==> src/rtl/sram_ctrl_pkg.sv <==
package sram_ctrl_pkg;

    typedef enum logic [2:0] {
        ST_IDLE,
        ST_WSETUP,
        ST_WSTROBE,
        ST_WHOLD,
        ST_RACCESS,
        ST_RTURN
    } seq_state_e;

    typedef struct packed {
        seq_state_e state;
        logic       ce_n;
        logic       we_n;
        logic       oe_n;
        logic       dq_oe;
        logic       ack;
    } seq_regs_t;

    function automatic int max2(input int a, input int b);
        return (a > b) ? a : b;
    endfunction

endpackage

==> src/rtl/sram_phase_timer.sv <==
module sram_phase_timer #(
    parameter int CNT_W = 2
) (
    input  logic             clk,
    input  logic             rst_n,
    input  logic             load,
    input  logic [CNT_W-1:0] load_val,
    output logic             expired
);
    logic [CNT_W-1:0] cnt_d, cnt_q;

    always_comb begin
        cnt_d = cnt_q;
        if (load) begin
            cnt_d = load_val;
        end else if (cnt_q != '0) begin
            cnt_d = cnt_q - 1'b1;
        end
    end

    always_ff @(posedge clk) begin
        if (!rst_n) begin
            cnt_q <= '0;
        end else begin
            cnt_q <= cnt_d;
        end
    end

    assign expired = (cnt_q == '0);
endmodule

==> src/rtl/sram_cmd_latch.sv <==
module sram_cmd_latch #(
    parameter int ADDR_W = 15,
    parameter int DATA_W = 8
) (
    input  logic              clk,
    input  logic              rst_n,
    input  logic              capture,
    input  logic [ADDR_W-1:0] in_addr,
    input  logic [DATA_W-1:0] in_wdata,
    output logic [ADDR_W-1:0] out_addr,
    output logic [DATA_W-1:0] out_wdata
);
    logic [ADDR_W-1:0] addr_d, addr_q;
    logic [DATA_W-1:0] wdata_d, wdata_q;

    always_comb begin
        addr_d  = capture ? in_addr  : addr_q;
        wdata_d = capture ? in_wdata : wdata_q;
    end

    always_ff @(posedge clk) begin
        if (!rst_n) begin
            addr_q  <= '0;
            wdata_q <= '0;
        end else begin
            addr_q  <= addr_d;
            wdata_q <= wdata_d;
        end
    end

    assign out_addr  = addr_q;
    assign out_wdata = wdata_q;
endmodule

==> src/rtl/sram_rdata_hold.sv <==
module sram_rdata_hold #(
    parameter int DATA_W = 8
) (
    input  logic              clk,
    input  logic              rst_n,
    input  logic              capture,
    input  logic [DATA_W-1:0] bus_in,
    output logic [DATA_W-1:0] data_out
);
    logic [DATA_W-1:0] data_d, data_q;

    always_comb begin
        data_d = capture ? bus_in : data_q;
    end

    always_ff @(posedge clk) begin
        if (!rst_n) begin
            data_q <= '0;
        end else begin
            data_q <= data_d;
        end
    end

    assign data_out = data_q;
endmodule

==> src/rtl/sram_port_ctrl.sv <==
module sram_port_ctrl
    import sram_ctrl_pkg::*;
#(
    parameter int ADDR_W         = 15,
    parameter int DATA_W         = 8,
    parameter int ADDR_SETUP_CYC = 1,
    parameter int STROBE_CYC     = 1,
    parameter int HOLD_CYC       = 1,
    parameter int ACCESS_CYC     = 2,
    parameter int TURN_CYC       = 1
) (
    input  logic              clk,
    input  logic              rst_n,
    input  logic              host_req,
    input  logic              host_we,
    input  logic [ADDR_W-1:0] host_addr,
    input  logic [DATA_W-1:0] host_wdata,
    output logic              host_ack,
    output logic [DATA_W-1:0] host_rdata,
    output logic [ADDR_W-1:0] mem_addr,
    output logic              mem_ce_n,
    output logic              mem_we_n,
    output logic              mem_oe_n,
    output logic [DATA_W-1:0] mem_dq_out,
    output logic              mem_dq_oe,
    input  logic [DATA_W-1:0] mem_dq_in
);
    localparam int MAX_CYC = max2(max2(max2(ADDR_SETUP_CYC, STROBE_CYC),
                                       max2(HOLD_CYC, ACCESS_CYC)), TURN_CYC);
    localparam int CNT_W   = (MAX_CYC > 1) ? $clog2(MAX_CYC) : 1;

    localparam logic [CNT_W-1:0] LD_SETUP  = CNT_W'(ADDR_SETUP_CYC - 1);
    localparam logic [CNT_W-1:0] LD_STROBE = CNT_W'(STROBE_CYC - 1);
    localparam logic [CNT_W-1:0] LD_HOLD   = CNT_W'(HOLD_CYC - 1);
    localparam logic [CNT_W-1:0] LD_ACCESS = CNT_W'(ACCESS_CYC - 1);
    localparam logic [CNT_W-1:0] LD_TURN   = CNT_W'(TURN_CYC - 1);

    localparam seq_regs_t REGS_IDLE = '{
        state: ST_IDLE, ce_n: 1'b1, we_n: 1'b1, oe_n: 1'b1, dq_oe: 1'b0, ack: 1'b0
    };

    seq_regs_t        r_d, r_q;
    logic             accept;
    logic             rd_capture;
    logic             tmr_load;
    logic [CNT_W-1:0] tmr_val;
    logic             tmr_done;

    // Next-state logic: every registered strobe is computed here.
    always_comb begin
        r_d        = r_q;
        r_d.ack    = 1'b0;
        accept     = 1'b0;
        rd_capture = 1'b0;
        tmr_load   = 1'b0;
        tmr_val    = '0;
        unique case (r_q.state)
            ST_IDLE: begin
                if (host_req && !r_q.ack) begin
                    accept   = 1'b1;
                    tmr_load = 1'b1;
                    r_d.ce_n = 1'b0;
                    if (host_we) begin
                        r_d.state = ST_WSETUP;
                        r_d.dq_oe = 1'b1;
                        tmr_val   = LD_SETUP;
                    end else begin
                        r_d.state = ST_RACCESS;
                        r_d.oe_n  = 1'b0;
                        tmr_val   = LD_ACCESS;
                    end
                end
            end
            ST_WSETUP: begin
                if (tmr_done) begin
                    r_d.state = ST_WSTROBE;
                    r_d.we_n  = 1'b0;
                    tmr_load  = 1'b1;
                    tmr_val   = LD_STROBE;
                end
            end
            ST_WSTROBE: begin
                if (tmr_done) begin
                    r_d.state = ST_WHOLD;
                    r_d.we_n  = 1'b1;
                    tmr_load  = 1'b1;
                    tmr_val   = LD_HOLD;
                end
            end
            ST_WHOLD: begin
                if (tmr_done) begin
                    r_d       = REGS_IDLE;
                    r_d.ack   = 1'b1;
                end
            end
            ST_RACCESS: begin
                if (tmr_done) begin
                    rd_capture = 1'b1;
                    r_d.state  = ST_RTURN;
                    r_d.ce_n   = 1'b1;
                    r_d.oe_n   = 1'b1;
                    r_d.ack    = 1'b1;
                    tmr_load   = 1'b1;
                    tmr_val    = LD_TURN;
                end
            end
            ST_RTURN: begin
                if (tmr_done) begin
                    r_d.state = ST_IDLE;
                end
            end
            default: begin
                r_d = REGS_IDLE;
            end
        endcase
    end

    always_ff @(posedge clk) begin
        if (!rst_n) begin
            r_q <= REGS_IDLE;
        end else begin
            r_q <= r_d;
        end
    end

    sram_phase_timer #(
        .CNT_W (CNT_W)
    ) u_timer (
        .clk      (clk),
        .rst_n    (rst_n),
        .load     (tmr_load),
        .load_val (tmr_val),
        .expired  (tmr_done)
    );

    sram_cmd_latch #(
        .ADDR_W (ADDR_W),
        .DATA_W (DATA_W)
    ) u_cmd (
        .clk       (clk),
        .rst_n     (rst_n),
        .capture   (accept),
        .in_addr   (host_addr),
        .in_wdata  (host_wdata),
        .out_addr  (mem_addr),
        .out_wdata (mem_dq_out)
    );

    sram_rdata_hold #(
        .DATA_W (DATA_W)
    ) u_rdata (
        .clk      (clk),
        .rst_n    (rst_n),
        .capture  (rd_capture),
        .bus_in   (mem_dq_in),
        .data_out (host_rdata)
    );

    assign mem_ce_n  = r_q.ce_n;
    assign mem_we_n  = r_q.we_n;
    assign mem_oe_n  = r_q.oe_n;
    assign mem_dq_oe = r_q.dq_oe;
    assign host_ack  = r_q.ack;
endmodule

==> config.mk <==
export PLATFORM = sky130hd
export DESIGN_NAME = sram_port_ctrl
export DESIGN_NICKNAME = d
export VERILOG_FILES = /design/src/rtl/sram_ctrl_pkg.sv /design/src/rtl/sram_phase_timer.sv /design/src/rtl/sram_cmd_latch.sv /design/src/rtl/sram_rdata_hold.sv /design/src/rtl/sram_port_ctrl.sv
export SDC_FILE = /design/constraint.sdc
export NUM_CORES = 1
export LEC_CHECK = 0
export CAP_MARGIN = 20
export CELL_PAD_IN_SITES_DETAIL_PLACEMENT = 1
export CELL_PAD_IN_SITES_GLOBAL_PLACEMENT = 1
export CORE_UTILIZATION = 30
export CTS_CLUSTER_DIAMETER = 60
export DETAILED_ROUTE_END_ITERATION = 8
export PLACE_DENSITY_LB_ADDON = 0.15
export REMOVE_ABC_BUFFERS = 1
export SYNTH_ARGS = -nofsm -noshare
export SYNTH_HDL_FRONTEND = slang
export SYNTH_SLANG_ARGS = --single-unit
==> constraint.sdc <==
create_clock -name clk -period 1.61 [get_ports clk]
set_input_delay 0.322 -clock clk [delete_from_list [all_inputs] [get_ports clk]]
set_output_delay 0.322 -clock clk [all_outputs]
set_load 0.01 [all_outputs]
== Yosys cells after proc, flatten, opt, wreduce, memory -nomap -nowiden ==
Cells that the tools add are included.

* Register bits after elaboration: 40
* Logic and storage cells: 67
* Input port bits: 35

* Multiplexer cells: 28
* Bitwise gates (word level): 3
* Reductions and logical operators: 12
* Equal/unequal tests: 13
* $add $sub $neg: 1

{| class="wikitable"
|+ Operators with widths
! cell !! number
|-
| $pmux W3 S6 || 1
|-
| $ne A2 B2 Y1 const B || 8
|-
| $mux W1 || 13
|-
| $mux W3 || 4
|-
| $pmux W1 S4 || 3
|-
| $reduce_and A4 Y1 || 3
|-
| $reduce_or A3 Y1 || 3
|-
| $mux W4 || 2
|-
| $mux W8 || 1
|-
| $eq A3 B2 Y1 const B || 2
|-
| $eq A3 B3 Y1 const B || 2
|-
| $reduce_and A6 Y1 || 1
|-
| $reduce_and A5 Y1 || 1
|-
| $pmux W1 S2 || 2
|-
| $reduce_or A4 Y1 || 1
|-
| $eq A3 B1 Y1 const B || 1
|-
| $logic_not A3 Y1 || 1
|-
| $not A1 Y1 || 3
|-
| $pmux W1 S3 || 1
|-
| $mux W2 || 1
|-
| $logic_and A1 B1 Y1 || 1
|-
| $logic_not A1 Y1 || 1
|-
| $sub A1 B1 Y1 const B || 1
|}

== Longest topological paths before layout ==
Gate-level depths: netlist of the first run.

* Word-level depth: 5
* Gate-level depth with buffers: 7
* Gate-level depth less buffers: 4

== By module ==
Synthesis of the first run repeated with hierarchy kept, for this count alone.

* Cells, all modules: 158
* Area, all modules: 1,689.1 sq um

{| class="wikitable"
|+ By module, submodules not included
! module !! area each (sq um) !! cells each !! instances !! seq. area each (sq um)
|-
| sram_cmd_latch || 893.4 || 74 || 1 || 460.4
|-
| sram_port_ctrl || 464.2 || 56 || 1 || 160.2
|-
| sram_rdata_hold || 301.5 || 25 || 1 || 160.2
|-
| sram_phase_timer || 30.0 || 3 || 1 || 20.0
|}

== Worst setup path after synthesis of the first run ==
No wires, ideal clock.

* Kind: register to register
* Start point: register r_q[6] (netlist name)
* End point: register u_cmd.wdata_q[0], in the netlist u_cmd.out_wdata[0]
* Data arrival time: 1,118 ps
* Clock period less this slack: 1,184 ps
* Path slack: 426 ps
* Cell stages (with the launch flop): 8
* Library setup time: 66 ps
* Data required time: 1,544 ps
* Path buffers: 3
* Cell sequence: dfxtp_1 > buf_6 > nor2_4 > and3_1 > buf_6 > buf_6 > nand2_1 > a21boi_2

* Longest elaborated chain between the ends: 2

{| class="wikitable"
|+ RTL lines
! element !! RTL line !! RTL
|-
| from (decl) || sram_port_ctrl.sv:42 || <nowiki>seq_regs_t r_d, r_q;</nowiki>
|-
| from (signal assigned) || sram_port_ctrl.sv:122 || <nowiki>r_q <= r_d;</nowiki>
|-
| $logic_not A3 Y1 || sram_port_ctrl.sv:57 || <nowiki>unique case (r_q.state)</nowiki>
|-
| $mux W1 || sram_port_ctrl.sv:57 ||
|-
| to (signal assigned) || sram_cmd_latch.sv:27 || <nowiki>wdata_q <= wdata_d;</nowiki>
|-
| to (decl) || sram_cmd_latch.sv:14 || <nowiki>logic [DATA_W-1:0] wdata_d, wdata_q;</nowiki>
|}

No other way between the ends.
A chain may end at the register's enable or synchronous reset.

== Worst setup path in the final report of the first run ==
* Start point: register r_q (netlist bit host_ack)
* End point: output host_ack

{| class="wikitable"
|+ RTL lines
! element !! RTL line !! RTL
|-
| to (decl) || sram_port_ctrl.sv:18 || <nowiki>output logic host_ack,</nowiki>
|}

No word-level cell between the ends.

==> results.sh, run 1 <==
export IMPL_tightest_slew_ns=0.4190
export IMPL_vdd_drop_max_mv=0.5151
export IMPL_min_delay_start="u_rdata.data_out[4]"
export IMPL_dpl_cell_area_um2=2500
export IMPL_layout_drive_gt1_share=0.1808
export IMPL_synth_top_area_frac=0.4682
export IMPL_cts_buffers=5
export IMPL_path_class="reg -> out"
export IMPL_cp_max_fo=3
export IMPL_via_per_inst=4.494
export IMPL_track_usage=0.1447
export IMPL_start_kind="flop"
export IMPL_antenna_found_initial=0
export IMPL_vias=1492
export IMPL_worst_r2r_endpoint="mem_dq_oe"
export IMPL_synthTopCellsByArea="dfxtp_1, a21boi_2, nand2_1"
export IMPL_total_leakage_power_nw=0.9645
export IMPL_grt_max_degree=26
export IMPL_cp_slowest_cell="clkdlybuf4s50_1"
export IMPL_cts_clk_slew_worst_paths_ns=0.08
export IMPL_fin_total_pwr_mw=3.865
export IMPL_r2r_slack_ns=0.27
export IMPL_synth_seq_cells=40
export IMPL_cp_cell_sequence="clkdlybuf4s50_1"
export IMPL_relSlewSlack=0.7168
export IMPL_die_x_um=77.51
export IMPL_cts_tree="done"
export IMPL_row_count=27
export IMPL_synth_avg_cell_area_um2=9.146
export IMPL_synth_cells=187
export IMPL_initial_utilization=0.3106
export IMPL_numPlacedInstances=324
export IMPL_synthesis_area_um2=1710
export IMPL_drt_pass1_iterations=4
export IMPL_grt_pass1_wl_um=6851
export IMPL_synth_ff_type="dfxtp_1"
export IMPL_slowest_delay_ns=0.55
export IMPL_port_buffers=70
export IMPL_drv_slew=0
export IMPL_period_minus_slack_ns=1.526
export IMPL_drt_iter0_markers=19
export IMPL_startpoint="host_ack"
export IMPL_synth_area_leader_cell="dfxtp_1"
export IMPL_setup_violations=0
export IMPL_drv_cap=0
export IMPL_async_reset_ff_frac=0
export IMPL_postRouteAntennaNets=0
export IMPL_worstHoldPathType="reg -> reg"
export IMPL_wl_um=4291
export IMPL_wl_per_cell_um=12.92
export IMPL_period_share=0.9478
export IMPL_ys_warn_count=0
export IMPL_finalHoldViolations=0
export IMPL_arrival_ns=1.20
export IMPL_die_area_um2=6007
export IMPL_route_detailed_drc=0
export IMPL_ys_types=33
export IMPL_clockBufferDepth=2
export IMPL_finalClockSkew_ns=0.007382
export IMPL_cp_buffers_inverters=1
export IMPL_synth_edf_count=0
export IMPL_endpoint_kind="output pin"
export IMPL_cts_sinks=40
export IMPL_fin_cells=332
export IMPL_timing_rr_start="r_q[5]"
export IMPL_rr_worst_depth=5
export IMPL_final_cell_area_um2=2661
export IMPL_coreArea_um2=5507
export IMPL_area_growth_pct=55.60
export IMPL_die_h_um=77.51
export IMPL_cp_endpoint="host_ack"
export IMPL_layout_nets=294
export IMPL_io_pins=71
export IMPL_post_route_util=0.4833
export IMPL_grt_ovfl_total=0
export IMPL_hpwl_um=3091
export IMPL_htreeDepth=2
export IMPL_antennaDiodeCount=0
export IMPL_pwr_density_cell_nw_per_um2=1452
export IMPL_status="complete, no violations"
export IMPL_synth_seq_area_share=0.4682
export IMPL_critPathTopFamily="buffers and inverters"
export IMPL_place_congestion=0.8055
export IMPL_rsz0062_at_grt="false"
export IMPL_path_depth=1
export IMPL_required_ns=1.29
export IMPL_first_global_vias=1495
export IMPL_fillers=648
export IMPL_clkLatencyLatePin_ns=0.29
export IMPL_max_freq_mhz=655.3
export IMPL_cts_root_buf="clkbuf_8"
per-layer routing:
metal / up-vias / wire, um / track usage
met5: - / 0 / 0
met3: 2 / 296 / 0.04353
li1: 757 / - / -
met2: 45 / 2021 / 0.2434
met4: 0 / 15 / 0.04528
met1: 688 / 1958 / 0.1760
placed cells by master, fill, tap and decap left out, types with 4 or more instances in the layout:
cell	count
a21boi_1	4
a21boi_2	19
clkdlybuf4s50_1	70
a21boi_0	8
dfxtp_1	40
buf_4	4
and3_1	5
clkbuf_8	5
nand2_2	10
nand2_1	57
how the worst min path moves through the flow:
stage / endpoint / cells past startpoint
after global placement: u_rdata.data_out[2] / 2
after detailed placement: u_rdata.data_out[3] / 2
after global routing: u_cmd.out_addr[14] / 2
final: u_rdata.data_out[4] / 2
after CTS: u_rdata.data_out[3] / 2
after floorplan: mem_we_n / 1
layout make-up:
cell class | instances | area, um^2 | share of cell area
clock buffers | 5 | 68.82 | 0.02586
clock inverters | 3 | 90.09 | 0.03385
inverters | 3 | 11.26 | 0.004231
multi-input cells | 132 | 809.5 | 0.3042
flip-flops and latches | 40 | 800.8 | 0.3009
well taps | 72 | 90.09 | 0.03385
repair buffers | 77 | 790.8 | 0.2971
registers in the layout (all words and copies together) (netlist names):
register          flops
host_ack              1
mem_ce_n              1
mem_dq_oe             1
mem_oe_n              1
mem_we_n              1
r_q                   3
u_cmd.out_addr       15
u_cmd.out_wdata       8
u_rdata.data_out      8
u_timer.cnt_q         1
kinds of logic (layout without fill, tap and decap cells):
kind of cell	Yosys count	in the layout	share of synthesized area
muxes	1	1	0.005852
xor gates and xnor gates	1	1	0.005122
DFF	40	40	0.4682
and+or+nand+nor	87	87	0.2370
AOI/OAI and AO/OA	43	43	0.2239
buffers and inverters	15	88	0.05998
per-stage QoR:
step	worst slack, ns	hold slack, ns	TNS [ns]
floorplan	0.01713	0.3839	0
global placement	-0.06524	0.4411	-1.024
detailed placement	-0.1454	0.4482	-2.177
CTS	0.08619	0.4598	0
global route	0.03999	0.4845	0
finish	0.08405	0.4561	0
synth_stat cells (3+ instances only):
| master | instances |
|---|---|
| nor3_1 | 3 |
| nand2_1 | 57 |
| inv_1 | 3 |
| a21boi_0 | 8 |
| dfxtp_1 | 40 |
| a21boi_1 | 4 |
| clkbuf_1 | 4 |
| buf_2 | 3 |
| buf_6 | 3 |
| and3_1 | 5 |
| nand2_2 | 10 |
| a21boi_2 | 19 |
| o21ai_0 | 3 |
repair_timing:
item	4_1_cts	5_1_grt
hold buffers	0	0
endpoints found under the setup margin	0	1
gates resized for setup	0	1
buffers inserted	0	0
where the power goes:
group	switching, mW	leakage [nW]	internal, mW
logic	0.687	0.559	0.731
registers	0.125	0.327	1.19
clock network	0.360	0.0784	0.776
total	1.17	0.965	2.69
(Power assumes the default switching activity.)
==> run 2: changes to the inputs <==
Settings changed: REMOVE_ABC_BUFFERS 1 to unset.
==> run 2 against run 1 <==
  * Clock power down 45%
  * Worst setup slack worse by 0.018 ns
  * First-iteration DRC count rose to 3.3 times the previous value
  * Combinational power about the same
  * Final cell count unchanged
  * Sequential share of layout area up 0.89 points
  * Sequential power about the same
  * Via count up 2.9%
  * Routed wire length up 1.6%
  * Non-clock buffer count up 1
==> results.sh, run 2 (synthesis gave the netlist of run 1 again) <==
export IMPL_tightest_slew_ns=0.3637
export IMPL_post_route_util=0.4694
export IMPL_cp_endpoint="host_ack"
export IMPL_cts_sinks=40
export IMPL_startpoint="host_ack"
export IMPL_vias=1535
export IMPL_wl_per_cell_um=13.13
export IMPL_antenna_found_initial=0
export IMPL_vdd_drop_max_mv=0.5229
export IMPL_relSlewSlack=0.7568
export IMPL_cts_buffers=5
export IMPL_status="complete, no violations"
export IMPL_htreeDepth=2
export IMPL_port_buffers=70
export IMPL_grt_max_degree=42
export IMPL_die_area_um2=6007
export IMPL_drt_pass1_iterations=3
export IMPL_period_minus_slack_ns=1.544
export IMPL_place_congestion=0.7525
export IMPL_period_share=0.9592
export IMPL_initial_utilization=0.3106
export IMPL_cp_max_fo=3
export IMPL_r2r_slack_ns=0.23
export IMPL_total_leakage_power_nw=0.9316
export IMPL_cts_tree="done"
export IMPL_final_common_cell="clkdlybuf4s50_1"
export IMPL_max_freq_mhz=647.6
export IMPL_tns_ns=0
export IMPL_die_x_um=77.51
export IMPL_antennaDiodeCount=0
export IMPL_arrival_ns=1.22
export IMPL_endpoint_kind="output pin"
export IMPL_cp_cell_sequence="clkdlybuf4s50_1"
export IMPL_seqCellArea_um2=800.8
export IMPL_finalHoldViolations=0
export IMPL_die_h_um=77.51
export IMPL_final_cell_mix="clkdlybuf4s50_1, nand2_1, dfxtp_1, a21boi_2, nand2_2"
export IMPL_grt_ovfl_total=0
export IMPL_wl_um=4359
export IMPL_postRouteAntennaNets=0
export IMPL_drv_cap=0
export IMPL_first_global_vias=1604
export IMPL_cp_slowest_cell="clkdlybuf4s50_1"
export IMPL_setup_violations=0
export IMPL_cts_resized=0
export IMPL_cts_clk_slew_worst_paths_ns=0.07
export IMPL_coreArea_um2=5507
export IMPL_drv_slew=0
export IMPL_layout_nets=295
export IMPL_track_usage=0.1565
export IMPL_route_detailed_drc=0
export IMPL_area_growth_pct=51.13
export IMPL_path_class="reg -> out"
export IMPL_rsz0062_at_grt="false"
export IMPL_cp_buffers_inverters=1
export IMPL_via_per_inst=4.623
export IMPL_grt_pass1_wl_um=7396
export IMPL_postCtsHoldBufs=0
export IMPL_mappedNetlistNets=222
export IMPL_slowest_delay_ns=0.58
export IMPL_drt_iter0_markers=62
export IMPL_clkLatencyLatePin_ns=0.29
export IMPL_hpwl_um=3166
export IMPL_multi_input_area_um2=807.0
export IMPL_start_kind="flop"
export IMPL_finalClockSkew_ns=0.004931
export IMPL_clockBufferDepth=2
export IMPL_largest_reg_flops=15
export IMPL_io_pins=71
export IMPL_worstHoldPathType="reg -> reg"
export IMPL_pwr_density_cell_nw_per_um2=1309
export IMPL_cts_root_buf="clkbuf_8"
export IMPL_required_ns=1.29
export IMPL_postCtsSetupRepairBufs=0
export IMPL_rr_worst_depth=5
export IMPL_row_count=27
export IMPL_critPathTopFamily="buffers and inverters"
export IMPL_timing_rr_start="r_q[5]"
export IMPL_path_depth=1
export IMPL_fillers=646
export IMPL_worst_r2r_endpoint="mem_dq_oe"
export IMPL_layout_drive_gt1_share=0.1731
run 2: changes by cell type in the layout (fill, tap and decap cells not counted):
cell and change:
nor2b_2 -1, clkbuf_1 +1, clkinv_2 +1, nor2b_1 +1, bufinv_16 -3, buf_4 +1
run 2: worst min-delay path by stage:
stage / endpoint / depth (start not counted) / start / slack [ns]
finish: u_rdata.data_out[3] / 2 / u_rdata.data_out[3] / 0.46
detailed placement: u_rdata.data_out[3] / 2 / u_rdata.data_out[3] / 0.45
global placement: u_rdata.data_out[2] / 2 / u_rdata.data_out[2] / 0.44
CTS: u_rdata.data_out[3] / 2 / u_rdata.data_out[3] / 0.46
global route: u_cmd.out_addr[11] / 2 / u_cmd.out_addr[11] / 0.48
floorplan: u_cmd.out_addr[0] / 2 / host_addr[0] / 0.45
run 2: final cells by class:
class | count | area share
repair buffers | 78 | 0.3088
flip-flops and latches | 40 | 0.3098
clock buffers | 6 | 0.02807
inverters | 3 | 0.004356
multi-input cells | 132 | 0.3122
clock inverters | 1 | 0.001936
well taps | 72 | 0.03485
run 2: power breakdown:
part           total, mW  internal, mW  switching (mW)  leakage [nW]
combinational       1.43         0.747           0.682         0.563
clock              0.632         0.295           0.337        0.0410
sequential          1.32          1.19           0.135         0.327
run 2: through the flow:
stage                     cell area [um^2]  std cells  power, mW  setup WS, ns  hold WS (ns)
after detailed placement              2507        325      2.802       -0.1796        0.4482
after floorplan                       1710        187      2.186        0.4262        0.4487
after global placement                2507        325      2.771      -0.07076        0.4422
after global routing                  2585        332      3.625      0.006217        0.4846
final                                 2585        332      3.383       0.06575        0.4578
after CTS                             2585        332      3.447       0.04384        0.4627
run 2: worst min-delay path, stage by stage (launching register included):
cell and delay, ns:
dfxtp_1 0.31, nand2_1 0.05, a21boi_1 0.05
run 2: metal layers:
metal | global-route usage | vias up | part of all wire
met2 | 0.2549 | 56 | 0.46
met3 | 0.06706 | 7 | 0.087
met5 | 0 | - | 0
met4 | 0.05660 | 0 | 0.014
met1 | 0.1818 | 712 | 0.44
li1 | - | 760 | -
